$ cat src/rtl/cvt_pkg.sv
package cvt_pkg;

   localparam int unsigned DBL_W  = 64;
   localparam int unsigned EXP_W  = 11;
   localparam int unsigned FRAC_W = 52;
   localparam int unsigned BIAS   = 1023;
   localparam int unsigned MANT_W = FRAC_W + 1;

   typedef enum logic [1:0] {
      RM_NEAREST = 2'd0,
      RM_ZERO    = 2'd1,
      RM_PLUS    = 2'd2,
      RM_MINUS   = 2'd3
   } rnd_mode_e;

   typedef struct packed {
      logic is_nan;
      logic is_snan;
      logic is_tiny;
      logic is_huge;
      logic sign;
   } opnd_class_t;

   typedef struct packed {
      logic cvt_inv;
      logic inv_sum;
      logic snan;
      logic frac_rnd;
      logic frac_inx;
      logic exc_en;
   } cvt_flags_t;

endpackage

$ cat src/rtl/cvt_classify.sv
module cvt_classify
   import cvt_pkg::*;
#(
   parameter int unsigned INT_W = 32
) (
   input  logic [DBL_W-1:0] op_i,
   output opnd_class_t      cls_o,
   output logic [6:0]       shamt_o
);

   localparam logic [EXP_W-1:0] EXP_HUGE = EXP_W'(BIAS + INT_W);
   localparam logic [EXP_W-1:0] EXP_HALF = EXP_W'(BIAS - 1);
   localparam logic [11:0]      EXP_UNIT = 12'(BIAS + FRAC_W);
   localparam logic [6:0]       SH_FLOOR = 7'(MANT_W + 1);

   logic [EXP_W-1:0]  exp_f;
   logic [FRAC_W-1:0] frac_f;
   logic              exp_ones;

   assign exp_f    = op_i[DBL_W-2 -: EXP_W];
   assign frac_f   = op_i[FRAC_W-1:0];
   assign exp_ones = &exp_f;

   always_comb begin
      cls_o.sign    = op_i[DBL_W-1];
      cls_o.is_nan  = exp_ones & (|frac_f);
      cls_o.is_snan = exp_ones & (|frac_f) & ~frac_f[FRAC_W-1];
      cls_o.is_tiny = (exp_f == '0);
      cls_o.is_huge = ~cls_o.is_nan & (exp_f >= EXP_HUGE);
   end

   // Right shift that leaves the integer part above bit MANT_W of the aligned word.
   always_comb begin
      if (exp_f >= EXP_HALF && exp_f < EXP_HUGE)
         shamt_o = 7'(EXP_UNIT - {1'b0, exp_f});
      else
         shamt_o = SH_FLOOR;
   end

endmodule

$ cat src/rtl/cvt_align_round.sv
module cvt_align_round
   import cvt_pkg::*;
#(
   parameter int unsigned INT_W    = 32,
   parameter bit          TIE_EVEN = 1'b1
) (
   input  logic [FRAC_W-1:0] frac_i,
   input  logic [6:0]        shamt_i,
   input  logic              sign_i,
   input  rnd_mode_e         mode_i,
   output logic [MANT_W-1:0] ipart_o,
   output logic [INT_W-1:0]  mag_o,
   output logic              inexact_o,
   output logic              rounded_o
);

   localparam int unsigned AL_W = 2 * MANT_W;

   logic [AL_W-1:0] aligned;
   logic            guard_b;
   logic            sticky_b;
   logic            lsb_b;
   logic            near_inc;
   logic            inc;

   assign aligned   = {1'b1, frac_i, {MANT_W{1'b0}}} >> shamt_i;
   assign ipart_o   = aligned[AL_W-1:MANT_W];
   assign lsb_b     = aligned[MANT_W];
   assign guard_b   = aligned[MANT_W-1];
   assign sticky_b  = |aligned[MANT_W-2:0];
   assign inexact_o = guard_b | sticky_b;

   generate
      if (TIE_EVEN) begin : g_tie_even
         assign near_inc = guard_b & (sticky_b | lsb_b);
      end else begin : g_tie_away
         assign near_inc = guard_b;
      end
   endgenerate

   always_comb begin
      unique case (mode_i)
         RM_NEAREST: inc = near_inc;
         RM_ZERO:    inc = 1'b0;
         RM_PLUS:    inc = ~sign_i & inexact_o;
         RM_MINUS:   inc = sign_i & inexact_o;
         default:    inc = 1'b0;
      endcase
   end

   assign rounded_o = inc;
   assign mag_o     = ipart_o[INT_W-1:0] + INT_W'(inc);

endmodule

$ cat src/rtl/cvt_pack.sv
module cvt_pack
   import cvt_pkg::*;
#(
   parameter int unsigned       INT_W      = 32,
   parameter logic [DBL_W-1:0]  UPPER_FILL = 64'hFFF8_0000_0000_0000
) (
   input  opnd_class_t       cls_i,
   input  logic [MANT_W-1:0] ipart_i,
   input  logic [INT_W-1:0]  mag_i,
   input  logic              inexact_i,
   input  logic              rounded_i,
   input  logic              inv_en_i,
   output logic [DBL_W-1:0]  word_o,
   output cvt_flags_t        flags_o,
   output logic              write_ok_o
);

   localparam logic [MANT_W-1:0] POS_LIM = MANT_W'({1'b0, {(INT_W-1){1'b1}}});
   localparam logic [MANT_W-1:0] NEG_LIM = MANT_W'({1'b1, {(INT_W-1){1'b0}}});
   localparam logic [INT_W-1:0]  SAT_POS = {1'b0, {(INT_W-1){1'b1}}};
   localparam logic [INT_W-1:0]  SAT_NEG = {1'b1, {(INT_W-1){1'b0}}};

   logic [MANT_W-1:0] lim;
   logic              beyond;
   logic              over;
   logic              invalid;
   logic              normal;
   logic [INT_W-1:0]  sval;
   logic [INT_W-1:0]  lo;

   assign lim     = cls_i.sign ? NEG_LIM : POS_LIM;
   assign beyond  = (ipart_i > lim) | ((ipart_i == lim) & inexact_i);
   assign normal  = ~cls_i.is_nan & ~cls_i.is_tiny;
   assign over    = cls_i.is_huge | (normal & beyond);
   assign invalid = cls_i.is_nan | over;
   assign sval    = cls_i.sign ? (~mag_i + INT_W'(1)) : mag_i;

   always_comb begin
      if (cls_i.is_nan)
         lo = SAT_NEG;
      else if (over)
         lo = cls_i.sign ? SAT_NEG : SAT_POS;
      else if (cls_i.is_tiny)
         lo = '0;
      else
         lo = sval;
   end

   assign word_o = {UPPER_FILL[DBL_W-1:INT_W], lo};

   always_comb begin
      flags_o.cvt_inv  = invalid;
      flags_o.inv_sum  = invalid;
      flags_o.snan     = cls_i.is_snan;
      flags_o.frac_rnd = normal & ~invalid & rounded_i;
      flags_o.frac_inx = normal & ~invalid & inexact_i;
      flags_o.exc_en   = invalid & inv_en_i;
   end

   assign write_ok_o = ~(invalid & inv_en_i);

endmodule

$ cat src/rtl/f64_to_i32_cvt.sv
module f64_to_i32_cvt
   import cvt_pkg::*;
#(
   parameter int unsigned      INT_W      = 32,
   parameter logic [63:0]      UPPER_FILL = 64'hFFF8_0000_0000_0000,
   parameter bit               TIE_EVEN   = 1'b1
) (
   input  logic        clk_i,
   input  logic        rst_ni,
   input  logic        start_i,
   input  logic [63:0] operand_i,
   input  logic [1:0]  rmode_i,
   input  logic        trunc_i,
   input  logic        inv_en_i,
   output logic [63:0] result_o,
   output logic        valid_o,
   output logic        dest_wr_o,
   output logic        cvt_invalid_o,
   output logic        inv_summary_o,
   output logic        snan_o,
   output logic        frac_rounded_o,
   output logic        frac_inexact_o,
   output logic        exc_enabled_o,
   output logic        exc_req_o
);

   generate
      if (INT_W < 8 || INT_W > FRAC_W) begin : g_bad_width
         $error("INT_W must lie between 8 and 52");
      end
      if (UPPER_FILL[INT_W-1:0] != '0) begin : g_bad_fill
         $error("UPPER_FILL must be zero below INT_W");
      end
   endgenerate

   opnd_class_t       cls;
   logic [6:0]        shamt;
   rnd_mode_e         eff_mode;
   logic [MANT_W-1:0] ipart;
   logic [INT_W-1:0]  mag;
   logic              inexact;
   logic              rounded;
   logic [DBL_W-1:0]  word;
   cvt_flags_t        flags_d;
   cvt_flags_t        flags_q;
   logic              write_ok;

   assign eff_mode = trunc_i ? RM_ZERO : rnd_mode_e'(rmode_i);

   cvt_classify #(.INT_W(INT_W)) u_classify (
      .op_i    (operand_i),
      .cls_o   (cls),
      .shamt_o (shamt)
   );

   cvt_align_round #(.INT_W(INT_W), .TIE_EVEN(TIE_EVEN)) u_round (
      .frac_i    (operand_i[FRAC_W-1:0]),
      .shamt_i   (shamt),
      .sign_i    (cls.sign),
      .mode_i    (eff_mode),
      .ipart_o   (ipart),
      .mag_o     (mag),
      .inexact_o (inexact),
      .rounded_o (rounded)
   );

   cvt_pack #(.INT_W(INT_W), .UPPER_FILL(UPPER_FILL)) u_pack (
      .cls_i      (cls),
      .ipart_i    (ipart),
      .mag_i      (mag),
      .inexact_i  (inexact),
      .rounded_i  (rounded),
      .inv_en_i   (inv_en_i),
      .word_o     (word),
      .flags_o    (flags_d),
      .write_ok_o (write_ok)
   );

   always_ff @(posedge clk_i or negedge rst_ni) begin
      if (!rst_ni) begin
         result_o  <= '0;
         flags_q   <= '0;
         valid_o   <= 1'b0;
         dest_wr_o <= 1'b0;
         exc_req_o <= 1'b0;
      end else begin
         valid_o   <= start_i;
         dest_wr_o <= start_i & write_ok;
         exc_req_o <= start_i & ~write_ok;
         if (start_i)
            flags_q <= flags_d;
         if (start_i && write_ok)
            result_o <= word;
      end
   end

   assign cvt_invalid_o  = flags_q.cvt_inv;
   assign inv_summary_o  = flags_q.inv_sum;
   assign snan_o         = flags_q.snan;
   assign frac_rounded_o = flags_q.frac_rnd;
   assign frac_inexact_o = flags_q.frac_inx;
   assign exc_enabled_o  = flags_q.exc_en;

endmodule

$ cat config.mk
export PLATFORM = sky130hd
export DESIGN_NAME = f64_to_i32_cvt
export DESIGN_NICKNAME = d
export VERILOG_FILES = /design/src/rtl/cvt_pkg.sv /design/src/rtl/cvt_classify.sv /design/src/rtl/cvt_align_round.sv /design/src/rtl/cvt_pack.sv /design/src/rtl/f64_to_i32_cvt.sv
export SDC_FILE = /design/constraint.sdc
export NUM_CORES = 1
export LEC_CHECK = 0
export CAP_MARGIN = 30
export CORE_MARGIN = 4
export CORE_UTILIZATION = 59
export CTS_CLUSTER_SIZE = 12
export DETAILED_ROUTE_END_ITERATION = 8
export MAX_ROUTING_LAYER = met4
export PLACE_DENSITY_LB_ADDON = 0.25
export SYNTH_ARGS = -nofsm -noshare
export SYNTH_HDL_FRONTEND = slang
export SYNTH_HIERARCHICAL = 1
export SYNTH_SLANG_ARGS = --single-unit
$ cat constraint.sdc
create_clock -name clk_i -period 1.2 [get_ports clk_i]
set_clock_uncertainty 0.2 [all_clocks]
set_input_delay 0.24 -clock clk_i [delete_from_list [all_inputs] [get_ports clk_i]]
set_output_delay 0.24 -clock clk_i [all_outputs]
set_load 0.05 [all_outputs]
==> results.ini, run 1 <==
[run_status]
status = did not finish
lastStage = clock tree synthesis (4_1_cts)
tool.error = [ERROR DPL-0033] detailed placement checks failed during check placement.

[synthesis]
netlist_area_sq_mm = 0.01126
ys_ff_latch = 73
yosysMostFrequentCell = nand2_1
synth_area_leader_cell = dfrtp_1
synth-seq-area-share = 0.1622
avgSynthCellArea_sq_um = 9.416
yosysWarnings = 6
synth_area_leaders = dfrtp_1 16%, mux4_2 12%, mux2i_1 6.7%, mux2_4 6.5%, mux2_2 4.9%
yosysUniqueCellTypes = 99
synth_edf_count = 0
synthTopCellsByCount = 103 x nand2_1, 83 x nor2_1, 75 x mux2i_1
ys.flop_type = dfrtp_1
yosysTopAreaCellShare = 0.1622
post_synth_inst_count = 1196
async_flop_share = 1.000

[placed_design]
dpl.hpwl_mm = 41.93
post_dp_cell_area_sq_mm = 0.01680
post-place-ws_ns = -6.938
port_buffers = 143
place_congestion = 1.279

[clocking]
cts_buffers = 9
cts.sinks = 73
cts_buffer_depth = 2
root_buffer = clkbuf_16
cts_setup_buffers = 57
htreeDepth = 3
cts_resized = 221
hold_buffers = 1

[floorplanning]
pin_count = 144
row_count = 50
die_y_microns = 146.2
initial_core_util = 0.6001
dieWidth_microns = 146.2

-- logic make-up after synthesis --
logic type,synth area share
AO/OA/AOI/OAI,0.1618
adder cells (fa/ha/maj),0.04111
flip-flops,0.1622
AND/OR/NAND/NOR,0.1966
multiplexers,0.3076
buffers and inverters,0.08177
XOR/XNOR,0.04822
other,0.0006668
-- stage by stage --
step / TNS, ns / hold slack, ns / cells
detailed placement: -411.41 / -0.06677 / 1933
global placement: -381.03 / -0.06650 / 1933
floorplan: -304.09 / -0.2556 / 1226
==> run 2, diff against run 1 <==
--- a/config.mk
+++ b/config.mk
@@ -7,11 +7,9 @@
 export LEC_CHECK = 0
 export CAP_MARGIN = 30
 export CORE_MARGIN = 4
-export CORE_UTILIZATION = 59
-export CTS_CLUSTER_SIZE = 12
+export CORE_UTILIZATION = 40
 export DETAILED_ROUTE_END_ITERATION = 8
-export MAX_ROUTING_LAYER = met4
-export PLACE_DENSITY_LB_ADDON = 0.25
+export PLACE_DENSITY_LB_ADDON = 0.15
 export SYNTH_ARGS = -nofsm -noshare
 export SYNTH_HDL_FRONTEND = slang
 export SYNTH_HIERARCHICAL = 1
==> results.ini, run 2 <==
[run_status]
status = finished, violations left
failed_checks = setup timing

[detailed_routing]
ant_nets = 0
routedWlPerCell_microns = 23.57
drt_iter0_drc = 948
via_count = 13080
wl_mm = 53.36
drc = 0
viasPerCell = 5.779
first_pass_iters = 5

[global_route]
grt_pass1_wl_mm = 76.47
grt_max_degree = 54
grt_usage = 0.3154
grt_antenna_before_repair = 0
grt_pass1_vias = 12970
overflow = 0

[floorplanning]
coreArea_sq_mm = 0.02778
die_y_microns = 175.8
row_count = 61
pin_count = 144
die_area_sq_mm = 0.03090
initial_core_util = 0.4054
dieWidth_microns = 175.8

[placed_design]
place_congestion = 1.008
port_buffers = 143
dpl.hpwl_mm = 39.22

[timing]
tightest_slew_ns = 0.9378
max_freq_mhz = 141.5
period_minus_slack_ns = 7.069
fin_ws_ns = -5.869
timing.hold.ws_ns = 0.1022
post-route-period-util = 5.891
maxSlewViolCount = 0
slew_headroom = 0.3748
setup_viol = 145
rsz0062_at_grt = yes
hold_violations = 0

[clocking]
cts_buffer_depth = 2
clock_latency_ns = 0.35
path_clk_slew_ns = 0.07
cts_tree = done
cts_buffers = 9
htreeDepth = 3
root_buffer = clkbuf_16
cts.sinks = 73

[power_and_ir_drop]
total_power_mw = 13.19
power.switching_mw = 5.172
p_comb_frac = 0.545
switching_share = 0.3920
p_int_mw = 8.022
p_per_area_mw_per_mm2 = 645.9
p_leak_nw = 9.528
vdd_ir_drop_max_mv = 0.5231
p_seq_frac = 0.240
clkPwrFrac = 0.215

[finish]
regMostFlops = result_o
syn_to_final_growth_pct = 81.38
layout_commonest_cell = buf_4
fin_nets = 1989
final_cell_mix = 524 x buf_4, 99 x nand2_1, 89 x buf_12
final_layout_size_suffix_gt1_frac = 0.5790
diodes = 0
largest_reg_flops = 64

[synthesis]
synth_area_leaders = dfrtp_1 16%, mux4_2 12%, mux2i_1 6.7%, mux2_4 6.5%, mux2_2 4.9%
yosysTopAreaCellShare = 0.1622
yosysMostFrequentCell = nand2_1
synth_area_leader_cell = dfrtp_1
synth-seq-area-share = 0.1622
post_synth_inst_count = 1196
netlist_area_sq_mm = 0.01126
ys.flop_type = dfrtp_1
synthTopCellsByCount = 103 x nand2_1, 83 x nor2_1, 75 x mux2i_1
yosysUniqueCellTypes = 99
ys_ff_latch = 73
avgSynthCellArea_sq_um = 9.416
synth_edf_count = 0
yosysWarnings = 6
async_flop_share = 1.000

[setup_path]
critPathArrivalTime_ns = 7.10
startpoint_type = input pin
crit_slowest_cell = or4b_4
crit_type = input pin to flop
crit_top_cell = nand2_1
max_stage_delay_ns = 0.56
crit_path_end_kind = flop
reg2reg_depth = 2
reg2reg_to = result_o[29]$_DFFE_PN0P_
reg2reg_from = result_o[29]$_DFFE_PN0P_
reg2reg_slack_ns = 0.07
cp_max_fo = 6
worstPathRequired_ns = 1.23

[job]
maxCapViolCount = 0

[worst_hold_path]
hp-class = input pin to asynchronous set/reset pin

[run 2: cell counts after synthesis]
Identical to the previous run, type by type.
[run 2: layout make-up]
type	instances	area, sq um
Clock buffer	9	225.2
Clock inverter	7	62.56
Fill cell	1991	7355
Inverter	19	80.08
Multi-Input combinational cell	1014	10190
Sequential cell	73	1827
Tap cell	378	473.0
Timing Repair Buffer	764	7572
[run 2: stage by stage]
stage | TNS, ns | instance area (sq um) | utilization | setup WS (ns) | instances
2_1_floorplan | -304.09 | 11730 | - | -5.453 | 1226
3_3_place_gp | -408.90 | 17150 | 0.6172 | -6.719 | 2096
3_5_place_dp | -412.92 | 17150 | 0.6172 | -6.838 | 2096
4_1_cts | -408.29 | 18530 | 0.6669 | -5.919 | 2199
5_1_grt | -374.75 | 20430 | 0.7353 | -6.059 | 2264
6_report | -362.22 | 20430 | 0.7353 | -5.869 | 2264
[run 2: worst max-delay path: cells and delay by family]
kind	cells	cell delay, ns
XOR/XNOR	2	0.33
AND/OR/NAND/NOR	11	2.46
adder cells (fa/ha/maj)	1	0.19
buffers and inverters	6	1.00
multiplexers	4	1.39
AO/OA/AOI/OAI	8	1.49
[run 2: cell families (layout without fill, tap and decap cells)]
logic type / Yosys count / in the layout / share of synthesized area
fa+ha+maj: 37 / 37 / 0.04111
flops: 73 / 73 / 0.1622
xor+xnor: 62 / 62 / 0.04822
mux: 236 / 236 / 0.3076
buf+inv: 139 / 799 / 0.08177
compound gates: 241 / 241 / 0.1618
simple gates: 406 / 406 / 0.1966
other cells: 2 / 32 / 0.0006668
[run 2: metal layers]
metal	GRT usage	share of wire	vias up
met1	0.3867	0.39	6484
met4	0.1257	0.054	0
met5	0	0	-
met3	0.03745	0.050	148
met2	0.5636	0.50	531
li1	-	-	5920
[run 2: how the worst max path moves through the flow]
stage                              from                  endpoint  slack, ns  depth (start not counted)
final                     operand_i[62]  result_o[29]$_DFFE_PN0P_      -5.87                         32
after global routing      operand_i[54]  result_o[29]$_DFFE_PN0P_      -6.06                         36
after CTS                 operand_i[53]  result_o[31]$_DFFE_PN0P_      -5.92                         31
after detailed placement  operand_i[60]  result_o[30]$_DFFE_PN0P_      -6.84                         32
after global placement    operand_i[60]  result_o[31]$_DFFE_PN0P_      -6.72                         32
after floorplan           operand_i[60]  result_o[31]$_DFFE_PN0P_      -5.45                         29
[run 2: what timing repair did]
action | in CTS | in global routing
endpoints found under the hold margin | 73 | 0
resized for setup | 124 | 300
hold buffers | 1 | 0
gates cloned | 2 | 7
pin swaps | 34 | 110
setup endpoints to repair | 145 | 145
buffers inserted | 86 | 87
[run 2: power groups by stage]
stage	clock, mW	combinational, mW	sequential [mW]
detailed placement	0	6.10	3.22
global route	2.99	7.46	3.21
CTS	2.86	6.38	3.17
finish	2.83	7.19	3.17
global placement	0	6.06	3.20
floorplan	0	2.02	4.18
No activity file was read; power rests on OpenSTA's default activity.
==> run 3, diff against run 2 <==
--- a/config.mk
+++ b/config.mk
@@ -7,7 +7,7 @@
 export LEC_CHECK = 0
 export CAP_MARGIN = 30
 export CORE_MARGIN = 4
-export CORE_UTILIZATION = 40
+export CORE_UTILIZATION = 52
 export DETAILED_ROUTE_END_ITERATION = 8
 export PLACE_DENSITY_LB_ADDON = 0.15
 export SYNTH_ARGS = -nofsm -noshare
==> results.ini, run 3 <==
[run_status]
status = did not finish
lastStage = global routing (5_1_grt)
tool.error = [ERROR GRT-0116] Global routing finished with congestion. Check the congestion regions in the DRC Viewer.

[synthesis]
synth_top_family_by_area = multiplexers
async_flop_share = 1.000
ys.flop_type = dfrtp_1
synthSimpleGateAreaFrac = 0.1966
synthAdderAreaFrac = 0.04111
synth_compound_area_frac = 0.1618
synth-seq-area-share = 0.1622
synth_area_leader_cell = dfrtp_1
netlist_area_sq_mm = 0.01126
yosysUniqueCellTypes = 99
yosysWarnings = 6
synth-xor-area-share = 0.04822
synth_edf_count = 0
ys_ff_latch = 73
post_synth_inst_count = 1196
yosysMostFrequentCell = nand2_1
yosysTopAreaCellShare = 0.1622
synthTopCellsByCount = 103 x nand2_1, 83 x nor2_1, 75 x mux2i_1
avgSynthCellArea_sq_um = 9.416
synth_mux_area_frac = 0.3076
synth_area_leaders = dfrtp_1 16%, mux4_2 12%, mux2i_1 6.7%, mux2_4 6.5%, mux2_2 4.9%

[clocking]
root_buffer = clkbuf_16
htreeDepth = 3
cts.sinks = 73
cts_buffer_depth = 2
cts_buffers = 9

[placed_design]
port_buffers = 143
place_congestion = 1.055
dpl.hpwl_mm = 40.53

[floorplanning]
dieWidth_microns = 155.2
pin_count = 144
die_y_microns = 155.2
row_count = 53
initial_core_util = 0.5324

[global_route]
grt_pass1_wl_mm = 127.8
overflow = 65
grt_pass1_vias = 18910
grt_usage = 0.7075
grt_max_degree = 61

==> run 3: stage by stage <==
stage / worst slack, ns / area [sq um] / setup TNS, ns / util / std cells
floorplan: -5.453 / 11730 / -304.09 / - / 1226
global placement: -6.379 / 17050 / -383.46 / 0.8060 / 1987
detailed placement: -6.658 / 17050 / -405.62 / 0.8060 / 1987
CTS: -5.832 / 19060 / -376.75 / 0.9010 / 2113
==> run 3: timing repair <==
item	in CTS
hold buffers	1
cloned	8
pin swaps	36
gates resized for setup	206
endpoints found under the setup margin	145
hold endpoints to repair	73
setup buffers	143
==> run 3: metal layers <==
layer	GRT overflow	track usage
met1	0	0.7060
met2	26	0.8729
met3	0	0.5658
met4	39	0.6787
met5	0	0.2671
==> run 3: cells by family after synthesis <==
| family | count (synthesis) |
|---|---|
| muxes | 236 |
| DFF | 73 |
| buffers and inverters | 139 |
| and+or+nand+nor | 406 |
| adders and majority gates | 37 |
| AOI/OAI and AO/OA | 241 |
| xor gates and xnor gates | 62 |
| other | 2 |
